### src/rtl/dl_rx_collector.sv
module dl_rx_collector #(
  parameter int DW         = 8,
  parameter int AW         = 3,
  parameter int ONES_LIMIT = 5
) (
  input  logic          clk,
  input  logic          rst_n,
  input  logic          bit_in,
  input  logic          bit_vld,
  input  logic [AW-1:0] reg_addr,
  input  logic          reg_wr,
  input  logic [DW-1:0] reg_wdata,
  output logic [DW-1:0] reg_rdata,
  output logic          irq_n
);
  localparam int CW = $clog2(DW);
  localparam int OW = $clog2(ONES_LIMIT + 2);
  localparam logic [CW-1:0] LAST_BIT = CW'(DW - 1);
  localparam logic [OW-1:0] RUN_AT   = OW'(ONES_LIMIT);
  localparam logic [OW-1:0] RUN_CAP  = OW'(ONES_LIMIT + 1);
  localparam logic [AW-1:0] A_DATA = AW'(0);
  localparam logic [AW-1:0] A_MA   = AW'(1);
  localparam logic [AW-1:0] A_MB   = AW'(2);
  localparam logic [AW-1:0] A_CTRL = AW'(3);
  localparam logic [AW-1:0] A_MASK = AW'(4);
  localparam logic [AW-1:0] A_STAT = AW'(5);

  logic [DW-1:0] sr_q, hold_q, ma_q, mb_q;
  logic [CW-1:0] cnt_q;
  logic [OW-1:0] ones_q;
  logic          dstf_q;
  logic [1:0]    mask_q, stat_q;

  logic          drop, take, done, hit;
  logic [DW-1:0] sr_nx;
  logic [1:0]    clr, set;

  assign drop  = bit_vld && dstf_q && (ones_q == RUN_AT) && !bit_in;
  assign take  = bit_vld && !drop;
  assign sr_nx = {bit_in, sr_q[DW-1:1]};
  assign done  = take && (cnt_q == LAST_BIT);
  assign hit   = (sr_nx == ma_q) || (sr_nx == mb_q);
  assign clr   = (reg_wr && reg_addr == A_STAT) ? reg_wdata[1:0] : 2'b00;
  assign set   = {done && hit, done};
  assign irq_n = ~|(stat_q & mask_q);

  always_ff @(posedge clk) begin
    if (!rst_n) begin
      sr_q   <= '0;
      hold_q <= '0;
      cnt_q  <= '0;
      ones_q <= '0;
    end else if (bit_vld) begin
      if (drop) begin
        ones_q <= '0;
      end else begin
        sr_q  <= sr_nx;
        cnt_q <= done ? '0 : cnt_q + 1'b1;
        if (!bit_in)               ones_q <= '0;
        else if (ones_q != RUN_CAP) ones_q <= ones_q + 1'b1;
        if (done) hold_q <= sr_nx;
      end
    end
  end

  always_ff @(posedge clk) begin
    if (!rst_n) begin
      ma_q   <= '0;
      mb_q   <= '0;
      dstf_q <= 1'b0;
      mask_q <= '0;
      stat_q <= '0;
    end else begin
      if (reg_wr && reg_addr == A_MA)   ma_q   <= reg_wdata;
      if (reg_wr && reg_addr == A_MB)   mb_q   <= reg_wdata;
      if (reg_wr && reg_addr == A_CTRL) dstf_q <= reg_wdata[0];
      if (reg_wr && reg_addr == A_MASK) mask_q <= reg_wdata[1:0];
      stat_q <= (stat_q & ~clr) | set;
    end
  end

  always_comb begin
    reg_rdata = '0;
    case (reg_addr)
      A_DATA:  reg_rdata = hold_q;
      A_MA:    reg_rdata = ma_q;
      A_MB:    reg_rdata = mb_q;
      A_CTRL:  reg_rdata[0] = dstf_q;
      A_MASK:  reg_rdata[1:0] = mask_q;
      A_STAT:  reg_rdata[1:0] = stat_q;
      default: reg_rdata = '0;
    endcase
  end

  AST_FULL_ON_DONE: assert property (@(posedge clk) disable iff (!rst_n)
    (bit_vld && !drop && cnt_q == LAST_BIT) |=> stat_q[0]);
  AST_MATCH_NEEDS_BIT: assert property (@(posedge clk) disable iff (!rst_n)
    $rose(stat_q[1]) |-> $past(bit_vld));
  AST_IRQ_LOW: assert property (@(posedge clk) disable iff (!rst_n)
    (|(stat_q & mask_q)) |-> !irq_n);
  AST_IRQ_HIGH: assert property (@(posedge clk) disable iff (!rst_n)
    !(|(stat_q & mask_q)) |-> irq_n);
  AST_STUFF_SKIPPED: assert property (@(posedge clk) disable iff (!rst_n)
    (bit_vld && dstf_q && ones_q == RUN_AT && !bit_in) |=> ($stable(cnt_q) && $stable(sr_q)));
  AST_ONES_CAPPED: assert property (@(posedge clk) disable iff (!rst_n)
    ones_q <= RUN_CAP);
  AST_W1C_FULL: assert property (@(posedge clk) disable iff (!rst_n)
    (reg_wr && reg_addr == A_STAT && reg_wdata[0] && !(bit_vld && !drop && cnt_q == LAST_BIT)) |=> !stat_q[0]);
endmodule

### config.mk
export PLATFORM = sky130hd
export DESIGN_NAME = dl_rx_collector
export DESIGN_NICKNAME = d
export VERILOG_FILES = /design/src/rtl/dl_rx_collector.sv
export SDC_FILE = /design/constraint.sdc
export NUM_CORES = 1
export LEC_CHECK = 0
export CAP_MARGIN = 40
export CORE_MARGIN = 10
export CORE_UTILIZATION = 39
export DETAILED_ROUTE_END_ITERATION = 7
export HOLD_SLACK_MARGIN = 0.03
export SLEW_MARGIN = 20
export SYNTH_ARGS = -nofsm -noshare
export SYNTH_HDL_FRONTEND = slang
export SYNTH_SLANG_ARGS = --single-unit
### constraint.sdc
create_clock -name clk -period 1.8 [get_ports clk]
set_clock_uncertainty 0.1 [all_clocks]
set_input_delay 0.27 -clock clk [delete_from_list [all_inputs] [get_ports clk]]
set_output_delay 0.27 -clock clk [all_outputs]
set_load 0.01 [all_outputs]
==> flow_summary.json <==
{
  "cp-start-kind": "flip-flop",
  "first_iter_violations": 82,
  "rsz0062_at_grt": "no",
  "slowest_delay_ps": 560,
  "vdd_drop_max_v": 0.000439,
  "grt_overflow": 0,
  "cts_tree": "done",
  "reg2regPathDepth": 6,
  "io_buffers": 24,
  "critPathBufInv": 1,
  "fin_tns_setup_ps": 0,
  "syn_nets": 262,
  "path_cells": "a22oi_1 > clkdlybuf4s50_1",
  "timing.rr.start": "cnt_q[0]",
  "synth_area_um2": 2100,
  "grt_pass1_vias": 1699,
  "die_area_um2": 8730,
  "crit_path_end_kind": "output pin",
  "cts_buffer_depth": 2,
  "cts_resized": 19,
  "antenna_left": 0,
  "postCtsSetupRepairBufs": 0,
  "required_ps": 1430,
  "core_area_um2": 5170,
  "critPathTopFamily": "buffers and inverters",
  "ys.flop_type": "dfxtp_1",
  "final_cell_mix": "dfxtp_1 (42), nor2_1 (33), nand2_1 (33)",
  "io_pins": 25,
  "leakage_uw": 0.00122,
  "yosys_warnings": 0,
  "grt_max_degree": 31,
  "hold_viol_final": 0,
  "stdcell_count": 357,
  "hold_depth": 2,
  "cp.arrival_ps": 1370,
  "final_common_cell": "dfxtp_1",
  "synthToLayoutAreaGrowth_pct": 27.1,
  "insertion_delay_ps": 290,
  "grt_pass1_wl_um": 8200,
  "critPathKind": "reg2out",
  "cts_hold_buf": 0,
  "fin_crit_sh_pct": 96.8,
  "num_rows": 26,
  "drc": 0,
  "antenna_found_initial": 0,
  "routed_wl_um": 5080,
  "status": "finished, final reports clean",
  "grtUsageTotal_pct": 11.7,
  "final_core_util_pct": 51.7,
  "cts_made_buffers": 5,
  "ys_seq_elements": 42,
  "worst_pin_slew_ps": 311,
  "max_slew_margin_pct": 79.3,
  "chipHeight_um": 93.4,
  "hold_end": "cnt_q[2]",
  "clockRootBuffer": "clkbuf_8",
  "start_util_pct": 40.6,
  "via_per_inst": 5.03,
  "r2r_slack_ps": 320,
  "die_w_um": 93.4,
  "drv_cap": 0,
  "hold_start": "cnt_q[2]",
  "via_count": 1794,
  "place.gp.congestion": 0.804,
  "cp_max_fo": 3,
  "place_inst": 349,
  "finalSetupViolations": 0,
  "async_reset_ff_share_pct": 0,
  "crit_path_top_delay_cell": "clkdlybuf4s50_1",
  "max_freq_mhz": 574,
  "syn_inst": 241,
  "dp_hpwl_um": 3920,
  "clock-sinks": 42,
  "hold_class": "reg2reg",
  "synth_area_per_cell_um2": 8.72,
  "synth_edf_count": 0,
  "worstReg2RegEnd": "hold_q[5]",
  "period_minus_slack_ps": 1740,
  "layout-drive-gt1-share_pct": 17.1,
  "clk_pin_slew_worst_paths_ps": 80,
  "post_drt_wl_per_cell_um": 14.2,
  "yosysUniqueCellTypes": 31,
  "ys_seq_area_share_pct": 40.0,
  "final_nets": 307,
  "drt_pre_antenna_iters": 4,
  "n_antenna_cell": 0,
  "power_density_nw_per_um2": 710,
  "slew_violations": 0,
  "fin_hold_ws_ps": 362,
  "h-tree-depth": 2
}
-- cell type report --
class                           count  area, µm²
Fill cell                         490       2500
Multi-Input combinational cell    182       1180
Sequential cell                    42        841
Timing Repair Buffer               52        442
Tap cell                           70       87.6
Clock buffer                        6       72.6
Clock inverter                      2       37.5
Inverter                            3       11.3
-- state kept, by name, summed over array words and instances (netlist names) --
register,count
dstf_q,1
mask_q,2
stat_q,2
ma_q,8
cnt_q,3
ones_q,3
sr_q,7
hold_q,8
mb_q,8
-- worst max path at each step --
stage	from	to	slack (ps)	cells past startpoint
finish	stat_q[1]	irq_n	60	2
global placement	reg_addr[1]	reg_rdata[6]	-530	7
floorplan	ones_q[0]	hold_q[0]	380	6
detailed placement	reg_addr[1]	reg_rdata[3]	-540	7
global route	stat_q[1]	irq_n	4	2
CTS	reg_addr[0]	reg_rdata[0]	10	6
-- stage by stage --
step	total power, µW	instance area [µm²]	setup slack [ps]
global placement	1190	2570	-531
global route	1980	2670	4.37
detailed placement	1190	2570	-538
CTS	1920	2690	9.89
finish	1900	2670	57.9
floorplan	1090	2100	384
-- worst register-to-register path, stage by stage (launching register included) --
cell and delay (ps):
dfxtp_1 330, ha_1 200, ha_1 240, nand3_2 110, buf_12 140, mux2i_1 200, nor2_1 50
-- report_power, final --
part / internal (µW) / switching (µW)
combinational: 104 / 101
sequential: 945 / 17.4
clock: 414 / 316
total: 1460 / 434
-- routing by layer --
layer,wire length (µm),GRT usage [%]
met5,0,0
met2,2380,18.6
met4,48,4.24
met1,2430,14.6
met3,221,3.36
-- Yosys cell counts, types with 5 or more instances --
cell,n,area share [%]
xor2_1,16,6.7
ha_1,5,3.0
a22oi_1,6,2.1
mux2i_1,24,11
a21oi_1,28,6.7
nand3_1,9,2.1
clkbuf_1,7,1.3
nand2_1,33,5.9
nor2_1,34,6.1
dfxtp_1,42,40
-- cells by family (layout without fill, tap and decap cells) --
logic type                 after synthesis  in the layout  synth area share, %
DFF                                     42             42                 40.0
AOI/OAI and AO/OA                       41             41                 11.2
buffers and inverters                   17             63                 4.40
xor gates and xnor gates                16             16                 6.67
muxes                                   27             27                 13.0
and+or+nand+nor                         93             93                 21.7
adders and majority gates                5              5                 2.98
Power figures use the tool's default switching activity.
